--- src/rtl/bfly_pkg.sv ---
// Package bfly_pkg
// Shared mode encoding and the step schedule of the butterfly sequencer.
// Assumes the sequence length is at least MIN_LATENCY cycles.
package bfly_pkg;

    typedef enum logic [1:0] {
        MODE_TIME      = 2'b00,
        MODE_TIME_ROT  = 2'b01,
        MODE_FREQ      = 2'b10,
        MODE_FREQ_ROT  = 2'b11
    } bfly_mode_e;

    // Step numbers within one operation (counter values while busy)
    localparam int STEP_PREP   = 0;  // form multiplicand and effective twiddle
    localparam int STEP_RR     = 1;  // accumulate re*re
    localparam int STEP_II     = 2;  // subtract im*im
    localparam int STEP_RI     = 3;  // accumulate re*im
    localparam int STEP_IR     = 4;  // accumulate im*re
    localparam int STEP_ROUND  = 5;  // rotate, round, saturate product
    localparam int MIN_LATENCY = 7;

endpackage

--- src/rtl/bfly_ctrl.sv ---
// Module bfly_ctrl
// Fixed-length sequencer: accepts a start when idle, counts LATENCY cycles,
// then raises done for one cycle. Starts arriving while busy are dropped.
// Assumes LATENCY >= bfly_pkg::MIN_LATENCY.
module bfly_ctrl #(
    parameter int LATENCY = 16,
    parameter int CW      = $clog2(LATENCY)
) (
    input  logic          clk,
    input  logic          rst_n,
    input  logic          start,
    output logic          accept,
    output logic          finish,
    output logic          busy,
    output logic          done,
    output logic [CW-1:0] cnt
);

    localparam logic [CW-1:0] LAST = CW'(LATENCY - 1);

    // Accept only when idle
    assign accept = start && !busy;
    // Final counted cycle of an operation
    assign finish = busy && (cnt == LAST);

    // Step counter, busy and done flags
    always_ff @(posedge clk) begin
        if (!rst_n) begin
            cnt  <= '0;
            busy <= 1'b0;
            done <= 1'b0;
        end else begin
            done <= 1'b0;
            if (busy) begin
                if (cnt == LAST) begin
                    busy <= 1'b0;
                    done <= 1'b1;
                    cnt  <= '0;
                end else begin
                    cnt <= cnt + 1'b1;
                end
            end else if (start) begin
                busy <= 1'b1;
                cnt  <= '0;
            end
        end
    end

    assert_done_pulse_R2: assert property (@(posedge clk) disable iff (!rst_n)
        done |=> !done);

    assert_done_at_end_R2: assert property (@(posedge clk) disable iff (!rst_n)
        $fell(busy) |-> done);

    assert_start_ignored_R3: assert property (@(posedge clk) disable iff (!rst_n)
        (busy && start && cnt != LAST) |=> (busy && cnt == $past(cnt) + 1'b1));

endmodule

--- src/rtl/bfly_cmac.sv ---
// Module bfly_cmac
// Sequenced complex multiply with one real multiplier. It forms the
// multiplicand (B, or A-B in frequency-decimation modes), conjugates the
// twiddle for inverse transforms, accumulates four partial products, then
// applies the optional quarter-turn, rounds half up and saturates.
// Assumes operands stay stable while busy (they are latched by the top).
module bfly_cmac #(
    parameter int DW = 16,
    parameter int WW = 16,
    parameter int CW = 4
) (
    input  logic                 clk,
    input  logic                 rst_n,
    input  logic                 busy,
    input  logic [CW-1:0]        cnt,
    input  logic                 is_freq,
    input  logic                 rot,
    input  logic                 inv,
    input  logic signed [DW-1:0] a_re,
    input  logic signed [DW-1:0] a_im,
    input  logic signed [DW-1:0] b_re,
    input  logic signed [DW-1:0] b_im,
    input  logic signed [WW-1:0] w_re,
    input  logic signed [WW-1:0] w_im,
    output logic signed [DW-1:0] t_re,
    output logic signed [DW-1:0] t_im
);
    import bfly_pkg::*;

    localparam int MW = DW + 1;
    localparam int EW = WW + 1;
    localparam int PW = MW + EW;
    localparam int AW = PW + 2;
    localparam int FB = WW - 1;

    localparam logic [CW-1:0] S_PREP  = CW'(STEP_PREP);
    localparam logic [CW-1:0] S_RR    = CW'(STEP_RR);
    localparam logic [CW-1:0] S_II    = CW'(STEP_II);
    localparam logic [CW-1:0] S_RI    = CW'(STEP_RI);
    localparam logic [CW-1:0] S_IR    = CW'(STEP_IR);
    localparam logic [CW-1:0] S_ROUND = CW'(STEP_ROUND);

    localparam logic signed [AW-1:0] HALF_T = AW'(1) <<< (FB - 1);
    localparam logic signed [AW-1:0] HALF_F = AW'(1) <<< FB;
    localparam logic signed [AW-1:0] SMAX   = (AW'(1) <<< (DW - 1)) - AW'(1);
    localparam logic signed [AW-1:0] SMIN   = -SMAX - AW'(1);

    logic signed [MW-1:0] m_re, m_im;
    logic signed [EW-1:0] we_re, we_im;
    logic signed [AW-1:0] acc_re, acc_im;
    logic signed [MW-1:0] op_m;
    logic signed [EW-1:0] op_w;
    logic signed [PW-1:0] prod;
    logic signed [AW-1:0] prod_x;
    logic signed [AW-1:0] rot_re, rot_im, rnd_re, rnd_im;

    // Clamp a wide value into the DW-bit signed range
    function automatic logic signed [DW-1:0] clamp(input logic signed [AW-1:0] v);
        if (v > SMAX)      return {1'b0, {(DW-1){1'b1}}};
        else if (v < SMIN) return {1'b1, {(DW-1){1'b0}}};
        else               return v[DW-1:0];
    endfunction

    // Route the partial-product operands to the single multiplier
    always_comb begin
        op_m = m_re;
        op_w = we_re;
        case (cnt)
            S_II:    begin op_m = m_im; op_w = we_im; end
            S_RI:    begin op_m = m_re; op_w = we_im; end
            S_IR:    begin op_m = m_im; op_w = we_re; end
            default: begin op_m = m_re; op_w = we_re; end
        endcase
    end

    // Shared real multiplier, sign-extended into the accumulator width
    assign prod   = op_m * op_w;
    assign prod_x = {{(AW-PW){prod[PW-1]}}, prod};

    // Optional quarter-turn: -j forward, +j inverse
    always_comb begin
        rot_re = acc_re;
        rot_im = acc_im;
        if (rot) begin
            if (inv) begin
                rot_re = -acc_im;
                rot_im = acc_re;
            end else begin
                rot_re = acc_im;
                rot_im = -acc_re;
            end
        end
    end

    // Round half up; frequency modes fold the final halving into the shift
    always_comb begin
        if (is_freq) begin
            rnd_re = (rot_re + HALF_F) >>> (FB + 1);
            rnd_im = (rot_im + HALF_F) >>> (FB + 1);
        end else begin
            rnd_re = (rot_re + HALF_T) >>> FB;
            rnd_im = (rot_im + HALF_T) >>> FB;
        end
    end

    // Step-by-step operand prep, accumulation and product capture
    always_ff @(posedge clk) begin
        if (!rst_n) begin
            m_re   <= '0;
            m_im   <= '0;
            we_re  <= '0;
            we_im  <= '0;
            acc_re <= '0;
            acc_im <= '0;
            t_re   <= '0;
            t_im   <= '0;
        end else if (busy) begin
            case (cnt)
                S_PREP: begin
                    if (is_freq) begin
                        m_re <= {a_re[DW-1], a_re} - {b_re[DW-1], b_re};
                        m_im <= {a_im[DW-1], a_im} - {b_im[DW-1], b_im};
                    end else begin
                        m_re <= {b_re[DW-1], b_re};
                        m_im <= {b_im[DW-1], b_im};
                    end
                    we_re  <= {w_re[WW-1], w_re};
                    we_im  <= inv ? -{w_im[WW-1], w_im} : {w_im[WW-1], w_im};
                    acc_re <= '0;
                    acc_im <= '0;
                end
                S_RR:    acc_re <= acc_re + prod_x;
                S_II:    acc_re <= acc_re - prod_x;
                S_RI:    acc_im <= acc_im + prod_x;
                S_IR:    acc_im <= acc_im + prod_x;
                S_ROUND: begin
                    t_re <= clamp(rnd_re);
                    t_im <= clamp(rnd_im);
                end
                default: ;
            endcase
        end
    end

    // The scaled product may change only at its capture step (R4/R5 ordering)
    assert_product_hold_R4: assert property (@(posedge clk) disable iff (!rst_n)
        !(busy && cnt == S_ROUND) |=> ($stable(t_re) && $stable(t_im)));

    // Multiplicand is fixed once prepared, through the multiply steps
    assert_operand_hold_R5: assert property (@(posedge clk) disable iff (!rst_n)
        (busy && cnt != S_PREP) |=> ($stable(m_re) && $stable(m_im)));

endmodule

--- src/rtl/bfly_combine.sv ---
// Module bfly_combine
// Forms the halved sum and difference with round-half-up and saturation,
// and loads X and Y only on the final step of an operation.
// Assumes t_re/t_im are settled before finish rises.
module bfly_combine #(
    parameter int DW = 16
) (
    input  logic                 clk,
    input  logic                 rst_n,
    input  logic                 finish,
    input  logic                 is_freq,
    input  logic signed [DW-1:0] a_re,
    input  logic signed [DW-1:0] a_im,
    input  logic signed [DW-1:0] b_re,
    input  logic signed [DW-1:0] b_im,
    input  logic signed [DW-1:0] t_re,
    input  logic signed [DW-1:0] t_im,
    output logic signed [DW-1:0] x_re,
    output logic signed [DW-1:0] x_im,
    output logic signed [DW-1:0] y_re,
    output logic signed [DW-1:0] y_im
);

    localparam int HW = DW + 2;
    localparam logic signed [HW-1:0] SMAX = (HW'(1) <<< (DW - 1)) - HW'(1);
    localparam logic signed [HW-1:0] SMIN = -SMAX - HW'(1);

    logic signed [DW-1:0] s_re, s_im;
    logic signed [DW-1:0] nx_re, nx_im, ny_re, ny_im;

    // Halve p+q (or p-q) with round half up and clamp to DW bits
    function automatic logic signed [DW-1:0] halve(input logic signed [DW-1:0] p,
                                                   input logic signed [DW-1:0] q,
                                                   input logic sub);
        logic signed [HW-1:0] pe, qe, v;
        pe = {{2{p[DW-1]}}, p};
        qe = {{2{q[DW-1]}}, q};
        v  = ((sub ? (pe - qe) : (pe + qe)) + HW'(1)) >>> 1;
        if (v > SMAX)      return {1'b0, {(DW-1){1'b1}}};
        else if (v < SMIN) return {1'b1, {(DW-1){1'b0}}};
        else               return v[DW-1:0];
    endfunction

    // Second operand of the sum: B in frequency modes, scaled product otherwise
    assign s_re = is_freq ? b_re : t_re;
    assign s_im = is_freq ? b_im : t_im;

    // Next-result selection per placement of the twiddle multiply
    always_comb begin
        nx_re = halve(a_re, s_re, 1'b0);
        nx_im = halve(a_im, s_im, 1'b0);
        if (is_freq) begin
            ny_re = t_re;
            ny_im = t_im;
        end else begin
            ny_re = halve(a_re, t_re, 1'b1);
            ny_im = halve(a_im, t_im, 1'b1);
        end
    end

    // Result registers, loaded only on the last step
    always_ff @(posedge clk) begin
        if (!rst_n) begin
            x_re <= '0;
            x_im <= '0;
            y_re <= '0;
            y_im <= '0;
        end else if (finish) begin
            x_re <= nx_re;
            x_im <= nx_im;
            y_re <= ny_re;
            y_im <= ny_im;
        end
    end

    assert_result_hold_R10: assert property (@(posedge clk) disable iff (!rst_n)
        !finish |=> ($stable(x_re) && $stable(x_im) && $stable(y_re) && $stable(y_im)));

endmodule

--- src/rtl/bfly2_unit.sv ---
// Module bfly2_unit
// Top of the multi-mode radix-2 butterfly. Captures operands, mode and the
// inverse flag on an accepted start, then runs the sequencer, the shared
// complex multiplier and the sum/difference stage.
// Assumes a reset before first use; pins are only sampled on accepted starts.
module bfly2_unit #(
    parameter int DW      = 16,
    parameter int WW      = 16,
    parameter int LATENCY = 16
) (
    input  logic                 clk,
    input  logic                 rst_n,
    input  logic                 start,
    input  logic [1:0]           mode,
    input  logic                 inverse,
    input  logic signed [DW-1:0] a_re,
    input  logic signed [DW-1:0] a_im,
    input  logic signed [DW-1:0] b_re,
    input  logic signed [DW-1:0] b_im,
    input  logic signed [WW-1:0] w_re,
    input  logic signed [WW-1:0] w_im,
    output logic                 busy,
    output logic                 done,
    output logic signed [DW-1:0] x_re,
    output logic signed [DW-1:0] x_im,
    output logic signed [DW-1:0] y_re,
    output logic signed [DW-1:0] y_im
);
    import bfly_pkg::*;

    localparam int CW = $clog2(LATENCY);

    logic                 accept, finish;
    logic [CW-1:0]        cnt;
    bfly_mode_e           mode_q;
    logic                 inv_q;
    logic signed [DW-1:0] ar_q, ai_q, br_q, bi_q;
    logic signed [WW-1:0] wr_q, wi_q;
    logic signed [DW-1:0] t_re, t_im;
    logic                 is_freq, rot;

    assign is_freq = mode_q[1];
    assign rot     = mode_q[0];

    // Capture the operation's inputs on an accepted start
    always_ff @(posedge clk) begin
        if (!rst_n) begin
            mode_q <= MODE_TIME;
            inv_q  <= 1'b0;
            ar_q   <= '0;
            ai_q   <= '0;
            br_q   <= '0;
            bi_q   <= '0;
            wr_q   <= '0;
            wi_q   <= '0;
        end else if (accept) begin
            mode_q <= bfly_mode_e'(mode);
            inv_q  <= inverse;
            ar_q   <= a_re;
            ai_q   <= a_im;
            br_q   <= b_re;
            bi_q   <= b_im;
            wr_q   <= w_re;
            wi_q   <= w_im;
        end
    end

    bfly_ctrl #(.LATENCY(LATENCY), .CW(CW)) ctrl_i (
        .clk    (clk),
        .rst_n  (rst_n),
        .start  (start),
        .accept (accept),
        .finish (finish),
        .busy   (busy),
        .done   (done),
        .cnt    (cnt)
    );

    bfly_cmac #(.DW(DW), .WW(WW), .CW(CW)) cmac_i (
        .clk     (clk),
        .rst_n   (rst_n),
        .busy    (busy),
        .cnt     (cnt),
        .is_freq (is_freq),
        .rot     (rot),
        .inv     (inv_q),
        .a_re    (ar_q),
        .a_im    (ai_q),
        .b_re    (br_q),
        .b_im    (bi_q),
        .w_re    (wr_q),
        .w_im    (wi_q),
        .t_re    (t_re),
        .t_im    (t_im)
    );

    bfly_combine #(.DW(DW)) comb_i (
        .clk     (clk),
        .rst_n   (rst_n),
        .finish  (finish),
        .is_freq (is_freq),
        .a_re    (ar_q),
        .a_im    (ai_q),
        .b_re    (br_q),
        .b_im    (bi_q),
        .t_re    (t_re),
        .t_im    (t_im),
        .x_re    (x_re),
        .x_im    (x_im),
        .y_re    (y_re),
        .y_im    (y_im)
    );

    assert_latch_frozen_R3: assert property (@(posedge clk) disable iff (!rst_n)
        (busy && start) |=> ($stable(mode_q) && $stable(inv_q) && $stable(br_q) && $stable(wr_q)));

    assert_busy_after_accept_R2: assert property (@(posedge clk) disable iff (!rst_n)
        accept |=> (busy && !done));

endmodule

--- config.mk ---
export PLATFORM = sky130hd
export DESIGN_NAME = bfly2_unit
export DESIGN_NICKNAME = d
export VERILOG_FILES = /design/src/rtl/bfly_pkg.sv /design/src/rtl/bfly_ctrl.sv /design/src/rtl/bfly_cmac.sv /design/src/rtl/bfly_combine.sv /design/src/rtl/bfly2_unit.sv
export SDC_FILE = /design/constraint.sdc
export NUM_CORES = 2
export LEC_CHECK = 0
export BUFFER_PORTS_ARGS = -buffer_cell sky130_fd_sc_hd__buf_2
export CORE_ASPECT_RATIO = 1.25
export CORE_MARGIN = 1.5
export CORE_UTILIZATION = 40
export CTS_BUF_LIST = sky130_fd_sc_hd__clkbuf_4 sky130_fd_sc_hd__clkbuf_8
export DETAILED_ROUTE_END_ITERATION = 8
export GPL_ROUTABILITY_DRIVEN = 0
export PLACE_DENSITY = 0.64
export SLEW_MARGIN = 20
export SYNTH_ARGS = -nofsm -noshare
export SYNTH_HDL_FRONTEND = slang
export SYNTH_SLANG_ARGS = --single-unit
--- constraint.sdc ---
create_clock -name clk -period 25.4 [get_ports clk]
set_input_delay 2.54 -clock clk [delete_from_list [all_inputs] [get_ports clk]]
set_output_delay 2.54 -clock clk [all_outputs]
set_load 0.02 [all_outputs]
==> metrics.txt <==
status=finished clean; slew at the pin closest to its max-slew limit=1.12 ns; mux contribution to synthesized area=0.0240; metal1 wirelength=50.5 mm; TritonCTS buffer count=61; IO Count=168; Pins Over Slew Limit=0; CP Buf/Inv Count=6; endpoint class of the critical path=register; CTS hold repair buffers=0; top layer in use=met5; CP delay by family, top=adder cells; GRT Overall Usage=0.248; post-DP HPWL=95.0 mm; CP Max Fanout=33; WL final=121 mm; TritonRoute pass-1 iters=7; ys async rst share=0; CTS Root Cell=clkbuf_8; Worst setup SP type=register; via-per-instance ratio=5.72; post-synthesis compound-gate area fraction=0.204; gr ovfl total=0; post-CTS setup buffers=0; die width=277 um; slowest cell on the critical path=mux2i_1; CP dominant cell by count=fa_1; crit path time final=11.63 ns; Final Cell Area=41000 sq um; Post-DP Area=39400 sq um; Inst Count DP=6031; EDFF count, synth=0; post-synthesis xor/xnor area fraction=0.0549; met3 routed WL=7.77 mm; Sum Neg Setup Slack=0 ns; Non-Filler Instances=6148; RSZ-0062 raised after global routing=no; Post-Syn Nets=5542; fin nets=5583; type of the worst setup path=reg -> reg; final worst-path cycle share=0.458; drc violations=0; Synth cell types=88; Arr. time, crit path=12.28 ns; clk buf depth=3; routed wire length on met2=56.6 mm; main flop type after synthesis=dfxtp_1; flip-flop and latch count after synthesis=340; clock latency at the later pin of the worst-skew pair=0.73 ns; Static Leakage=18.1 nW; Hold Violations, Final=0; Routed wire per std cell=19.7 um; total core area=92900 sq um; largest family of logic cells by synthesized area=adder cells; CTS Sinks=340; CP max stage delay=0.86 ns; die area=95600 sq um; Warnings, synthesis=0; vias in the first global route=33.6k; PortBufs=167; final setup vio count=0; FP Rows=125; fmax=86.0 MHz; Die Y=345 um; Seq/Total Area, Yosys=0.181; post-CTS sizing=0; Synth Area in Simple Gates=0.199; P&R area growth vs syn=9.24%; via count=35.1k; pin count of the biggest net entering global routing=132; pwr/cell area=47.9 nW/um^2; H-tree depth=2; fillcell total=9361; maxcap violations=0; remaining antenna violation count=0; Synth Area in Adders=0.260; Post-Synthesis Cells=4847; worst vdd ir=0.0386 mV; final worst slack=13.77 ns; mean post-synth cell area=7.74 sq um; pre-CTS WS=13.93 ns; first-pass GRT wire length=190 mm; Rel. slew slack=0.248; fraction of layout cells with a size suffix above 1=0.0899; hold_ws=0.452 ns; Initial Utilization=0.404; synthesized cell area=37500 sq um; antenna violations before repair=2; Hold Crit Class=reg -> reg; CTS tree=built; detailed router's first-iteration violation count=2931; Req. time, crit path=26.05 ns; CTS clk-pin slew, worst paths=0.07 ns; Worst Clk Skew=0.0925 ns
-- registers in the layout (all words and copies together), names as in the netlist, 17 cells and up --
| register | count |
|---|---|
| cmac_i.acc_re | 36 |
| cmac_i.m_im | 17 |
| cmac_i.acc_im | 36 |
| cmac_i.we_im | 17 |
| cmac_i.m_re | 17 |
-- cells in the mapped netlist, types with 23 or more instances --
master      n  area share
a31oi_1    47      0.0078
xor2_1     87       0.020
nand3_1    95       0.013
o211ai_1   55       0.011
and3_1     31      0.0052
xnor2_1   148       0.035
o21ai_0   237       0.032
dfxtp_1   340        0.18
inv_1     523       0.052
nor3_1    111       0.015
a21o_1     65       0.013
ha_1      289       0.096
mux2_2     33      0.0099
nor2b_1    41      0.0068
nand4_1    25      0.0042
and2_1     24      0.0040
buf_1      23      0.0023
nor4_1     36      0.0060
a21oi_1   398       0.053
a211oi_1   74       0.015
nand2b_1   38      0.0063
a22oi_1    57       0.011
mux2i_1    53       0.014
fa_1      304        0.16
or3_1      49      0.0082
o21a_1     31      0.0062
nor2_1    456       0.046
nand2_1   615       0.062
clkbuf_1  199       0.020
or2_2      28      0.0047
-- final timing paths --
check | cells past startpoint | slack, ns | end | from
worst max-delay path | 39 | 13.77 | cmac_i.acc_re[35] | ctrl_i.cnt[0]
worst min-delay path | 2 | 0.45 | comb_i.x_im[11] | comb_i.x_im[11]
worst max register to register | 39 | 13.77 | cmac_i.acc_re[35] | ctrl_i.cnt[0]
worst min register to register | 2 | 0.45 | comb_i.x_im[11] | comb_i.x_im[11]
-- tightest hold or removal path: cells and delay by family (launching register included) --
kind / cells / cell delay (ns)
flops: 1 / 0.31
simple gates: 1 / 0.05
compound gates: 1 / 0.05
-- layer usage --
layer	track usage	up-vias
met1	0.319	16900
met2	0.409	1272
met3	0.0349	266
met4	0.115	2
met5	0	-
li1	-	16700
-- cell type report --
cell class / instances / area (sq um) / area share
antenna: 1 / 2.50 / 0.0000611
clock buffer: 89 / 1170 / 0.0287
clock inverter: 27 / 418 / 0.0102
inverter: 525 / 1980 / 0.0483
multi-input combinational: 3748 / 27900 / 0.681
sequential: 340 / 6810 / 0.166
tap: 1206 / 1510 / 0.0368
timing repair buffer: 212 / 1170 / 0.0286
-- layout by cell type, fill, tap and decap left out, drive strengths merged, types with 24 or more instances in the layout --
cell,n
nand2,615
inv,527
nor2,456
a21oi,398
dfxtp,340
fa,304
ha,289
o21ai,244
buf,212
xnor2,148
nor3,113
nand3,95
clkbuf,89
xor2,87
a211oi,76
a21o,65
a22oi,57
o211ai,55
mux2i,53
or3,49
a31oi,47
nor4,42
nor2b,41
nand2b,38
mux2,33
and3,32
o21a,31
or2,29
nand4,26
and2,24
-- logic make-up (layout without fill, tap and decap cells) --
group,count (synthesis),count (layout)
muxes,86,86
buffers and inverters,759,853
AOI/OAI and AO/OA,1198,1198
DFF,340,340
xor gates and xnor gates,235,235
adders and majority gates,600,600
other,0,1
and+or+nand+nor,1629,1629
-- metrics by stage --
stage                     power, mW  utilization
after floorplan                1.11            -
after global routing           2.07        0.441
after global placement         1.28        0.424
after CTS                      1.97        0.441
after detailed placement       1.29        0.424
final                          1.96        0.441
-- report_power, final --
group	switching, mW	internal (mW)
Sequential	0.0323	0.553
Combinational	0.439	0.267
Clock	0.270	0.403
(Power assumes the default switching activity.)
